<file path="config.mk">
export PLATFORM = sky130hd
export DESIGN_NAME = alu_slice4
export DESIGN_NICKNAME = d
export VERILOG_FILES = /design/src/rtl/alu_slice_pkg.sv /design/src/rtl/alu_opsel.sv /design/src/rtl/alu_cla.sv /design/src/rtl/alu_logic.sv /design/src/rtl/alu_slice4.sv
export SDC_FILE = /design/constraint.sdc
export NUM_CORES = 1
export LEC_CHECK = 0
export ABC_AREA = 1
export CORE_MARGIN = 2
export CORE_UTILIZATION = 45
export DETAILED_ROUTE_END_ITERATION = 8
export PLACE_DENSITY = 0.73
export SETUP_SLACK_MARGIN = 0.2
export SYNTH_ARGS = -nofsm -noshare
export SYNTH_HDL_FRONTEND = slang
export SYNTH_SLANG_ARGS = --single-unit
</file>
<file path="constraint.sdc">
create_clock -name vclk -period 3
set_clock_uncertainty 0.15 [all_clocks]
set_input_delay 0.45 -clock vclk [all_inputs]
set_output_delay 0.45 -clock vclk [all_outputs]
set_load 0.03 [all_outputs]
</file>
<file path="src/rtl/alu_slice_pkg.sv">
`timescale 1ns/1ps
package alu_slice_pkg;
  localparam int SEL_W = 4;
  typedef logic [SEL_W-1:0] sel_t;

  // Codes whose behaviour a neighbouring block or an assertion relies on
  localparam sel_t OPC_DEC    = 4'b0000;
  localparam sel_t OPC_SUB    = 4'b0110;
  localparam sel_t OPC_ADD    = 4'b1001;
  localparam sel_t OPC_ORPASS = 4'b1011;
  localparam sel_t OPC_DOUBLE = 4'b1100;
endpackage

</file>
<file path="src/rtl/alu_opsel.sv">
`timescale 1ns/1ps
// Chooses the two addends for the arithmetic table.
module alu_opsel
  import alu_slice_pkg::*;
#(
  parameter int WIDTH = 4
) (
  input  logic [WIDTH-1:0] a,
  input  logic [WIDTH-1:0] b,
  input  sel_t             code,
  output logic [WIDTH-1:0] x,
  output logic [WIDTH-1:0] y
);
  localparam logic [WIDTH-1:0] ONES  = '1;
  localparam logic [WIDTH-1:0] ZEROS = '0;

  always_comb begin
    x = a;
    y = ZEROS;
    unique case (code)
      4'b0000: y = ONES;
      4'b0001: y = a & b;
      4'b0010: y = a & ~b;
      4'b0011: y = ZEROS;
      4'b0100: y = a | b;
      4'b0101: y = a | ~b;
      4'b0110: y = ~b;
      4'b0111: y = a ^ b;
      4'b1000: y = ~a & b;
      4'b1001: y = b;
      4'b1010: y = ~(a ^ b);
      4'b1011: x = a | b;
      4'b1100: y = a;
      4'b1101: x = a & b;
      4'b1110: y = ~a;
      4'b1111: x = b;
      default: y = ZEROS;
    endcase
  end
endmodule

</file>
<file path="src/rtl/alu_cla.sv">
`timescale 1ns/1ps
// Flattened carry-lookahead adder with group propagate/generate.
module alu_cla #(
  parameter int WIDTH = 4
) (
  input  logic [WIDTH-1:0] x,
  input  logic [WIDTH-1:0] y,
  input  logic             cin,
  output logic [WIDTH-1:0] sum,
  output logic             cout,
  output logic             gp,
  output logic             gg
);
  logic [WIDTH-1:0] prop, gen, half;
  logic [WIDTH:0]   carry;

  genvar gi;
  generate
    for (gi = 0; gi < WIDTH; gi++) begin : g_bit
      assign prop[gi] = x[gi] | y[gi];
      assign gen[gi]  = x[gi] & y[gi];
      assign half[gi] = x[gi] ^ y[gi];
      assign sum[gi]  = half[gi] ^ carry[gi];
    end
  endgenerate

  // Each carry is a two-level sum of products over the lower positions.
  always_comb begin
    carry[0] = cin;
    for (int i = 0; i < WIDTH; i++) begin
      logic acc;
      logic chain;
      acc   = 1'b0;
      chain = 1'b1;
      for (int j = i; j >= 0; j--) begin
        acc   = acc | (gen[j] & chain);
        chain = chain & prop[j];
      end
      carry[i+1] = acc | (chain & cin);
    end
  end

  always_comb begin
    logic chain;
    gg    = 1'b0;
    chain = 1'b1;
    for (int j = WIDTH - 1; j >= 0; j--) begin
      gg    = gg | (gen[j] & chain);
      chain = chain & prop[j];
    end
    gp = &prop;
  end

  assign cout = carry[WIDTH];

  always_comb begin
    AST_SUM_MATCHES_WIDE_ADD: assert ({cout, sum} ==
      ({1'b0, x} + {1'b0, y} + {{WIDTH{1'b0}}, cin}));
    AST_CARRY_FROM_GROUP: assert (cout == (gg | (gp & cin)));
  end
endmodule

</file>
<file path="src/rtl/alu_logic.sv">
`timescale 1ns/1ps
// Bitwise function table used when the mode bit is high.
module alu_logic
  import alu_slice_pkg::*;
#(
  parameter int WIDTH = 4
) (
  input  logic [WIDTH-1:0] a,
  input  logic [WIDTH-1:0] b,
  input  sel_t             code,
  output logic [WIDTH-1:0] f
);
  always_comb begin
    unique case (code)
      4'b0000: f = ~a;
      4'b0001: f = a & b;
      4'b0010: f = a | b;
      4'b0011: f = ~(a & b);
      4'b0100: f = ~(a | b);
      4'b0101: f = a;
      4'b0110: f = a ^ b;
      4'b0111: f = b;
      4'b1000: f = ~b;
      4'b1001: f = ~(a ^ b);
      4'b1010: f = '0;
      4'b1011: f = '1;
      4'b1100: f = a & ~b;
      4'b1101: f = ~a & b;
      4'b1110: f = a | ~b;
      4'b1111: f = ~a | b;
      default: f = '0;
    endcase
  end

  always_comb begin
    if (code == 4'b0110)
      AST_LOGIC_XOR_CODE: assert (f == (a ^ b));
  end
endmodule

</file>
<file path="src/rtl/alu_slice4.sv">
`timescale 1ns/1ps
module alu_slice4
  import alu_slice_pkg::*;
#(
  parameter int WIDTH = 4
) (
  input  logic [WIDTH-1:0] a_in,
  input  logic [WIDTH-1:0] b_in,
  input  logic [SEL_W-1:0] fsel,
  input  logic             mode,
  input  logic             cin,
  output logic [WIDTH-1:0] f_out,
  output logic             cout,
  output logic             aeqb,
  output logic             grp_p,
  output logic             grp_g
);
  logic [WIDTH-1:0] op_x, op_y, arith_f, logic_f;
  logic             add_c, add_p, add_g;

  alu_opsel #(.WIDTH(WIDTH)) u_opsel (
    .a(a_in), .b(b_in), .code(fsel), .x(op_x), .y(op_y)
  );

  alu_cla #(.WIDTH(WIDTH)) u_cla (
    .x(op_x), .y(op_y), .cin(cin),
    .sum(arith_f), .cout(add_c), .gp(add_p), .gg(add_g)
  );

  alu_logic #(.WIDTH(WIDTH)) u_logic (
    .a(a_in), .b(b_in), .code(fsel), .f(logic_f)
  );

  always_comb begin
    if (mode) begin
      f_out = logic_f;
      cout  = 1'b0;
      grp_p = 1'b0;
      grp_g = 1'b0;
    end else begin
      f_out = arith_f;
      cout  = add_c;
      grp_p = add_p;
      grp_g = add_g;
    end
  end

  assign aeqb = &f_out;

  always_comb begin
    if (mode) begin
      AST_LOGIC_NO_CARRY: assert (!cout);
      AST_LOGIC_NO_GROUP: assert (!grp_p && !grp_g);
    end
    if (!mode && fsel == OPC_SUB && !cin)
      AST_SUB_FLAGS_EQUAL: assert (aeqb == (a_in == b_in));
  end
endmodule

</file>
==> results_dict.tcl, run 1 <==
set metrics [dict create \
    yosys-top-cells-area "ha_1 20%, nand2_1 19%, inv_1 14%, nand3_1 11%, nor2_1 10%" \
    dpl_cell_area_mm2 0.00272 \
    start_util_pct 46.3 \
    synth_top_family_by_area "simple AND/OR/NAND/NOR gates" \
    endpoint_type "top-level output" \
    error "[ERROR GRT-0232] Routing congestion too high. Check the congestion heatmap in the GUI." \
    row_count 22 \
    syn_area_per_cell_um2 5.17 \
    preCtsSetupSlack_ns -0.667 \
    yosys.area.top_type "ha_1" \
    haltStage "global routing" \
    synth-seq-area-share_pct 0 \
    syn_inst 325 \
    grt_max_degree 11 \
    grt.total_usage_pct 86.6 \
    gp_congestion 1.07 \
    netlist_area_mm2 0.00168 \
    synthTopCellsByCount "86 x nand2_1, 61 x inv_1, 46 x nor2_1" \
    worstEndpointGrtRepair "aeqb" \
    place_hpwl_um 6000 \
    synth_fp_nets 367 \
    yosys.area_share.adder_pct 21.3 \
    synthSimpleGateAreaFrac_pct 45.8 \
    hold_buffers 0 \
    dp.cells 479 \
    yosysTopAreaCellShare_pct 20.1 \
    synthMuxAreaShare_pct 0 \
    grt-ovfl-total 236 \
    synth_xor_area_share_pct 0.521 \
    pin_count 22 \
    io_buffer_count 22 \
    dieHeight_um 65.1 \
    synth_compound_area_share_pct 17.2 \
    synthMostInstantiatedCell "nand2_1" \
    die_x_um 65.1 \
    synth_cell_type_count 29 \
    ys_warn_count 0 \
    outcome "aborted with a tool error" \
]
## logic make-up after synthesis
logic type | after synthesis
fa+ha+maj | 28
simple gates | 183
compound gates | 46
xor+xnor | 1
buf+inv | 67
## timing repair
item / CTS
gates resized for setup: 180
hold endpoints to repair: 0
endpoints found under the setup margin: 8
pin swaps: 42
buffers inserted: 27
## through the flow
step	TNS, ns	util (%)
after floorplan	0	-
after global placement	-3.68	74.9
after detailed placement	-4.20	74.9
after CTS	-0.234	92.4
## layer usage
layer	track usage, %	overflow
met3	59.8	2
met1	79.0	1
met4	103	70
met5	1.39	0
met2	116	163
==> run 2: changes to the inputs <==
- CORE_UTILIZATION: 45 -> 30
- PLACE_DENSITY: 0.73 -> unset
- PLACE_DENSITY_LB_ADDON: unset -> 0.15
- SETUP_SLACK_MARGIN: 0.2 -> unset
==> run 2 against run 1 <==
Against the previous run: the flow now finishes, with violations (negative setup slack); synthesized cell count unchanged; synthesized area unchanged.
==> results_dict.tcl, run 2 <==
set metrics [dict create \
    finalHoldViolations 0 \
    synth_cell_type_count 29 \
    nClkBuffers 0 \
    first_iter_violations 141 \
    preCtsSetupSlack_ns -0.709 \
    fmax_mhz 315 \
    grt_pass1_wl_um 12600 \
    setup_ws_ns -0.175 \
    regArea_um2 0 \
    rsz0062_at_grt "yes" \
    use_met1_pct 32.8 \
    end_kind "output port" \
    worstPathMaxFanout 5 \
    syn2layout_area_growth_pct 107 \
    worst-path-stages 14 \
    synth_fp_nets 367 \
    synth-seq-area-share_pct 0 \
    drv_slew 0 \
    startpoint_type "input port" \
    final_common_cell "buf_4" \
    cap_violations 0 \
    crit_path_frequent_cell "buf_4" \
    critPathArrivalTime_ns 2.58 \
    die_x_um 78.9 \
    antenna_cells 0 \
    powerDensity_mw_per_mm2 191 \
    layout.nets 499 \
    place_hpwl_um 5690 \
    met3_usage_pct 0.795 \
    grtUsageMet2_pct 46.2 \
    gp_congestion 0.960 \
    max_slew_margin_pct 77.5 \
    path_class "input port to output port" \
    drc_errors 0 \
    grt.total_usage_pct 25.2 \
    path_buf_inv 6 \
    yosysTopAreaCellShare_pct 20.1 \
    fp.coreArea_mm2 0.00547 \
    setup_viol 7 \
    nFlopsAndLatches 0 \
    hold_depth 10 \
    grt_pass1_vias 2548 \
    finalCritPeriodShare_pct 106 \
    crit_family "buffers and inverters" \
    pin_count 22 \
    most-common-layout-cells "92 x buf_4, 63 x nand2_1, 34 x inv_2" \
    vias 2640 \
    slowest_stage "o22ai_1" \
    drive_gt1_share_pct 55.8 \
    cp.required_ns 2.40 \
    finalWirelength_um 7940 \
    crit_chain "buf_4 -> nor2_4 -> nand2_2 -> buf_6 -> o22ai_2 -> inv_1 -> a31oi_4 -> inv_2 -> ha_4 -> buf_4 -> nor2_4 -> nand3_1 -> o22ai_1 -> buf_4" \
    syn_area_per_cell_um2 5.17 \
    crit_path_max_incr_delay_ns 0.26 \
    die_area_mm2 0.00622 \
    max-vdd-ir-drop_uv 145 \
    start_util_pct 30.7 \
    setup_tns_ns -0.641 \
    finalCriticalPeriod_ns 3.18 \
    wl_per_cell_um 15.1 \
    yosys.area.top_type "ha_1" \
    grt_max_degree 11 \
    busiest_layer "met2" \
    outcome "finished with violations" \
    row_count 27 \
    syn_inst 325 \
    dieHeight_um 78.9 \
    io_buffer_count 22 \
    netlist_area_mm2 0.00168 \
    drtPass1Iterations 5 \
    yosys-top-cells-area "ha_1 20%, nand2_1 19%, inv_1 14%, nand3_1 11%, nor2_1 10%" \
    violations "negative setup slack" \
    synthTopCellsByCount "86 x nand2_1, 61 x inv_1, 46 x nor2_1" \
    ys_warn_count 0 \
    via_per_inst 5.01 \
    hold_buffers 0 \
    antenna_found_initial 0 \
    min_path_type "input port to output port" \
    ant_nets 0 \
    synthMostInstantiatedCell "nand2_1" \
    p_leak_nw 1.74 \
    worst_pin_slew_ns 0.336 \
    grt-ovfl-total 0 \
]
==> run 2: cell counts after synthesis <==
Identical to the previous run, type by type.
==> run 2: timing repair <==
| item | 4_1_cts | 5_1_grt |
|---|---|---|
| pin swaps | 47 | 23 |
| setup endpoints to repair | 8 | 8 |
| setup buffers | 16 | 3 |
| gates resized for setup | 192 | 41 |
==> run 2: worst paths after layout <==
check,start,to,slack (ns)
worst max-delay path,fsel[2],cout,-0.18
worst min-delay path,a_in[0],f_out[0],1.55
==> run 2: through the flow <==
step	hold slack [ns]	instance area, um^2	cells	util, %	total power [mW]
final	1.55	3470	527	63.5	0.662
after global placement	1.62	2700	508	49.2	0.470
after detailed placement	1.62	2700	508	49.2	0.468
after CTS	1.55	3290	524	60.1	0.603
after global routing	1.61	3470	527	63.5	0.710
after floorplan	0.862	1730	325	-	0.247
==> run 2: layout make-up <==
| type | count | area, um^2 |
|---|---|---|
| multi-input combinational | 258 | 2010 |
| fill | 513 | 2000 |
| tap | 72 | 90.1 |
| inverter | 63 | 245 |
| timing repair buffer | 134 | 1130 |
==> run 2: kinds of logic (layout without fill, tap and decap cells) <==
group | count (synthesis) | in the layout | synth area share (%)
buffers and inverters | 67 | 197 | 15.2
adders and majority gates | 28 | 28 | 21.3
AOI/OAI and AO/OA | 46 | 46 | 17.2
xor gates and xnor gates | 1 | 1 | 0.521
and+or+nand+nor | 183 | 183 | 45.8
==> run 2: report_power, final <==
part	switching (mW)	internal (mW)
registers	0	0
logic	0.350	0.312
clock network	0	0
==> run 2: routing by layer <==
metal	vias up	wire length [um]
met5	-	0
met2	94	3870
met1	1216	3460
li1	1310	-
met4	0	233
met3	20	377
==> run 2: tightest hold or removal path: stages <==
cell      delay [ns]
buf_2           0.10
buf_6           0.12
nand2_1         0.05
nand2_1         0.05
nor2_1          0.04
nand2_1         0.06
o21bai_1        0.09
nand2_4         0.09
buf_6           0.08
buf_6           0.11
Note: power is estimated with default switching activity, not from simulation.
==> run 3: changes to the inputs <==
- ABC_CLOCK_PERIOD_IN_PS: unset -> 3600
- SETUP_SLACK_MARGIN: unset -> 0.5
- clock period: 3 -> 3.6 ns (I/O delays scaled with it)
==> run 3 against run 2 <==
Against the previous run: the run now ends clean; combinational power shrank 16%; critical path depth grew 5; non-clock buffer count grew 3; utilization grew 1.0 points; first-iteration DRC count grew 48%.
==> results_dict.tcl, run 3 (synthesized netlist as in run 2, its figures left out) <==
set metrics [dict create \
    outcome "completed" \
    p_sw_share_pct 52.7 \
    cp-startpoint "fsel[1]" \
    powerDensity_mw_per_mm2 158 \
    clockPowerShare_pct 0 \
    die_x_um 78.9 \
    layout.nets 502 \
    antenna_cells 0 \
    combPwrFrac_pct 100.0 \
    drc_errors 0 \
    min_path_type "input port to output port" \
    end_kind "output port" \
    nFlopsAndLatches 0 \
    pin_count 22 \
    regArea_um2 0 \
    finalWirelength_um 8090 \
    max-vdd-ir-drop_uv 101 \
    hold_depth 8 \
    most-common-layout-cells "91 x buf_4, 64 x nand2_1, 33 x buf_6" \
    drtPass1Iterations 5 \
    grt_pass1_vias 2717 \
    dieHeight_um 78.9 \
    hold_buffers 0 \
    setup_viol 0 \
    io_buffer_count 22 \
    p_leak_nw 1.78 \
    cap_violations 0 \
    drv_slew 0 \
    worstPathMaxFanout 4 \
    p_switching_mw 0.294 \
    gp_congestion 0.936 \
    seqPwrFrac_pct 0 \
    rsz0062_at_grt "yes" \
    min_from "a_in[0]" \
    vias 2729 \
    drive_gt1_share_pct 56.1 \
    grt.total_usage_pct 25.7 \
    first_iter_violations 208 \
    utilization_pct 64.5 \
    grt-ovfl-total 0 \
    fp.coreArea_mm2 0.00547 \
    finalHoldViolations 0 \
    grt_max_degree 11 \
    grt_pass1_wl_um 12800 \
    wl_per_cell_um 15.3 \
    final_common_cell "buf_4" \
    max_slew_margin_pct 74.9 \
    finalInstanceArea_mm2 0.00353 \
    setup_tns_ns 0 \
    via_per_inst 5.15 \
    p_int_mw 0.264 \
    cp.required_ns 2.91 \
    start_util_pct 30.7 \
    dp.cells 496 \
    fmax_mhz 300 \
    row_count 27 \
    syn2layout_area_growth_pct 110 \
    nClkBuffers 0 \
    final_cells 530 \
    finalCriticalPeriod_ns 3.34 \
    dpl_cell_area_mm2 0.00265 \
    finalCritPeriodShare_pct 92.7 \
    startpoint_type "input port" \
    path_class "input port to output port" \
    worst_pin_slew_ns 0.375 \
    place_hpwl_um 5410 \
    critPathArrivalTime_ns 2.65 \
    ant_nets 0 \
    antenna_found_initial 0 \
    die_area_mm2 0.00622 \
]
run 3: changes by cell type in the layout (fill, tap and decap cells not counted), sizes merged:
cell      previous run  this run
clkinvlp             0         1
buf                128       131
inv                 62        61
run 3: final timing paths:
kind / endpoint / slack [ns]
setup / recovery: aeqb / 0.26
hold / removal: f_out[0] / 1.82
run 3: metrics by stage:
step,setup slack (ns),power [mW],hold WS [ns]
after floorplan,0.510,0.218,1.04
after global placement,-0.266,0.390,1.84
after detailed placement,-0.312,0.390,1.84
after CTS,0.330,0.503,1.81
after global routing,0.137,0.597,1.86
final,0.264,0.557,1.82
run 3: final cells by class:
class | instances | area (um^2)
timing repair buffer | 137 | 1200
inverter | 63 | 264
tap | 72 | 90.1
multi-input combinational | 258 | 1980
fill | 474 | 1940
run 3: critical path: stages:
cell      delay [ns]
buf_8           0.11
buf_6           0.11
nor2_4          0.22
buf_12          0.15
nand2_4         0.05
inv_2           0.06
buf_6           0.09
nor2_4          0.02
nand4_1         0.19
inv_2           0.08
ha_4            0.18
buf_6           0.12
a21oi_4         0.12
nor3_2          0.04
nand3b_1        0.19
nand2_4         0.11
nand2_4         0.06
nor2_4          0.07
buf_6           0.13
run 3: routing by layer:
layer / part of all wire (%) / vias up / GRT usage, %
met5: 0 / - / 0
met4: 3.9 / 0 / 6.90
met3: 6.8 / 40 / 2.50
met2: 49 / 140 / 46.9
met1: 40 / 1231 / 32.0
li1: - / 1318 / -
run 3: timing repair:
item                       in CTS  in global routing
gates resized for setup       190                 38
setup endpoints to repair       8                  8
pin swaps                      53                 30
buffers inserted               26                  8
run 3: power groups by stage:
stage / Sequential, mW / Clock, mW / Combinational [mW]
after floorplan: 0 / 0 / 0.218
after global placement: 0 / 0 / 0.390
after detailed placement: 0 / 0 / 0.390
after CTS: 0 / 0 / 0.503
after global routing: 0 / 0 / 0.597
final: 0 / 0 / 0.557
==> run 4: changes to the inputs <==
- ABC_AREA: 1 -> unset
- RECOVER_POWER: unset -> 25
==> run 4 against run 3 <==
Against the previous run: the run now ends with negative setup slack left; cell count decreased by 12%; hold slack got worse by 0.12 ns; maximum frequency decreased by 8.3%; total power increased by 3.1%; die area increased by 13%; sequential share of layout area unchanged; synthesized area increased by 14%; global-route usage decreased by 4.7 points; via count decreased by 8.5%; critical path type unchanged; sequential cell count unchanged; wire length decreased by 5.9%; critical path depth decreased by 4.
==> results_dict.tcl, run 4 <==
set metrics [dict create \
    synth-seq-area-share_pct 0 \
    via_per_inst 5.37 \
    netlist_area_mm2 0.00192 \
    drc_errors 0 \
    drtPass1Iterations 4 \
    seqPwrFrac_pct 0 \
    die_area_mm2 0.00704 \
    place_hpwl_um 5580 \
    grt.total_usage_pct 21.0 \
    drv_slew 0 \
    nClkBuffers 0 \
    preCtsSetupSlack_ns -0.540 \
    syn2layout_area_growth_pct 81.6 \
    p_switching_mw 0.268 \
    min_path_type "input port to output port" \
    cp.required_ns 2.91 \
    ys_warn_count 0 \
    syn_inst 266 \
    row_count 29 \
    hold_buffers 0 \
    setup_viol 1 \
    violations "negative setup slack" \
    layout.nets 432 \
    io_buffer_count 22 \
    die_x_um 83.9 \
    start_util_pct 30.5 \
    first_iter_violations 247 \
    final_common_cell "buf_4" \
    synth_cell_type_count 62 \
    end_kind "output port" \
    wl_per_cell_um 16.4 \
    outcome "finished with violations" \
    p_int_mw 0.307 \
    crit_path_max_incr_delay_ns 0.27 \
    grt-ovfl-total 0 \
    synthMostInstantiatedCell "ha_1" \
    nFlopsAndLatches 0 \
    fp.coreArea_mm2 0.00628 \
    max_slew_margin_pct 74.8 \
    finalHoldViolations 0 \
    regArea_um2 0 \
    crit_family "compound AO/OA/AOI/OAI gates" \
    dieHeight_um 83.9 \
    yosys-top-cells-area "ha_1 18%, mux2i_1 6.8%, buf_6 5.9%, nor2_1 5.1%, inv_1 4.1%" \
    path_class "input port to output port" \
    finalCritPeriodShare_pct 101 \
    p_leak_nw 1.55 \
    synthTopCellsByCount "27 x ha_1, 26 x nor2_1, 21 x inv_1" \
    yosys.area.top_type "ha_1" \
    finalWirelength_um 7610 \
    synth_fp_nets 308 \
    setup_ws_ns -0.0391 \
    pin_count 22 \
    fill_cells 619 \
    most-common-layout-cells "104 x buf_4, 27 x buf_6, 20 x nor2_1" \
    ant_nets 0 \
    crit_chain "buf_4 -> buf_6 -> ha_4 -> mux2i_1 -> a211oi_2 -> o31ai_2 -> and3_4 -> ha_4 -> inv_2 -> a21oi_2 -> o31ai_4 -> xor2_1 -> o211a_4 -> and4b_2 -> buf_6" \
    powerDensity_mw_per_mm2 165 \
    yosysTopAreaCellShare_pct 17.6 \
    setup_tns_ns -0.0391 \
    cap_violations 0 \
    critPathArrivalTime_ns 2.95 \
    p_sw_share_pct 46.6 \
    grt_pass1_wl_um 12200 \
    path_buf_inv 4 \
    finalCriticalPeriod_ns 3.64 \
    drive_gt1_share_pct 60.3 \
    antenna_found_initial 0 \
    max-vdd-ir-drop_uv 137 \
    gp_congestion 0.924 \
    syn_area_per_cell_um2 7.20 \
    rsz0062_at_grt "yes" \
    antenna_cells 0 \
    vias 2497 \
    fmax_mhz 275 \
    combPwrFrac_pct 100.0 \
    clockPowerShare_pct 0 \
    grt_max_degree 16 \
    worstPathMaxFanout 3 \
    slowest_stage "o31ai_2" \
    grt_pass1_vias 2471 \
    startpoint_type "input port" \
    worst_pin_slew_ns 0.374 \
]
## run 4: layout make-up
type / instances / area (um^2) / area share (%)
inverters: 24 / 113 / 3.24
multi-input cells: 222 / 2050 / 59.0
well taps: 77 / 96.3 / 2.77
repair buffers: 142 / 1220 / 35.0
## run 4: cell families after synthesis
family,count (synthesis),synth area share [%]
fa+ha+maj,28,18.7
buf+inv,44,13.8
mux,17,10.5
simple gates,98,27.8
compound gates,77,28.2
xor+xnor,2,0.915
## run 4: per-layer routing
| layer | vias up | GRT usage [%] | part of all wire [%] |
|---|---|---|---|
| met1 | 1170 | 29.8 | 46 |
| met5 | - | 0 | 0 |
| met4 | 0 | 3.67 | 2.0 |
| met2 | 87 | 35.1 | 47 |
| met3 | 14 | 1.48 | 4.4 |
| li1 | 1226 | - | - |
## run 4: power by group through the flow
| stage | combinational (mW) | sequential (mW) | clock (mW) |
|---|---|---|---|
| after detailed placement | 0.443 | 0 | 0 |
| after CTS | 0.536 | 0 | 0 |
| after global placement | 0.442 | 0 | 0 |
| after global routing | 0.618 | 0 | 0 |
| final | 0.575 | 0 | 0 |
| after floorplan | 0.266 | 0 | 0 |
## run 4: tightest hold or removal path, stage by stage
cell and delay (ns):
buf_2 0.12, buf_6 0.12, buf_4 0.13, nand2_1 0.08, and3_4 0.18, buf_6 0.13
## run 4: what timing repair did
action	4_1_cts	5_1_grt
pin swaps	36	11
buffers inserted	17	3
hold endpoints to repair	0	0
resized for setup	141	37
cloned	1	0
setup endpoints to repair	8	8
## run 4: metrics by stage
stage	power, mW	instance area [um^2]	hold slack [ns]	utilization (%)	instances
finish	0.575	3480	1.69	55.4	465
detailed placement	0.443	2850	1.72	45.4	444
global placement	0.442	2850	1.73	45.4	444
floorplan	0.266	1990	1.07	-	266
global route	0.618	3480	1.72	55.4	465
CTS	0.536	3340	1.68	53.2	462
## run 4: path summary, 6_finish.rpt
path,from,end,slack (ns),cells after the start
max,b_in[2],aeqb,-0.04,15
min,a_in[2],f_out[2],1.69,6
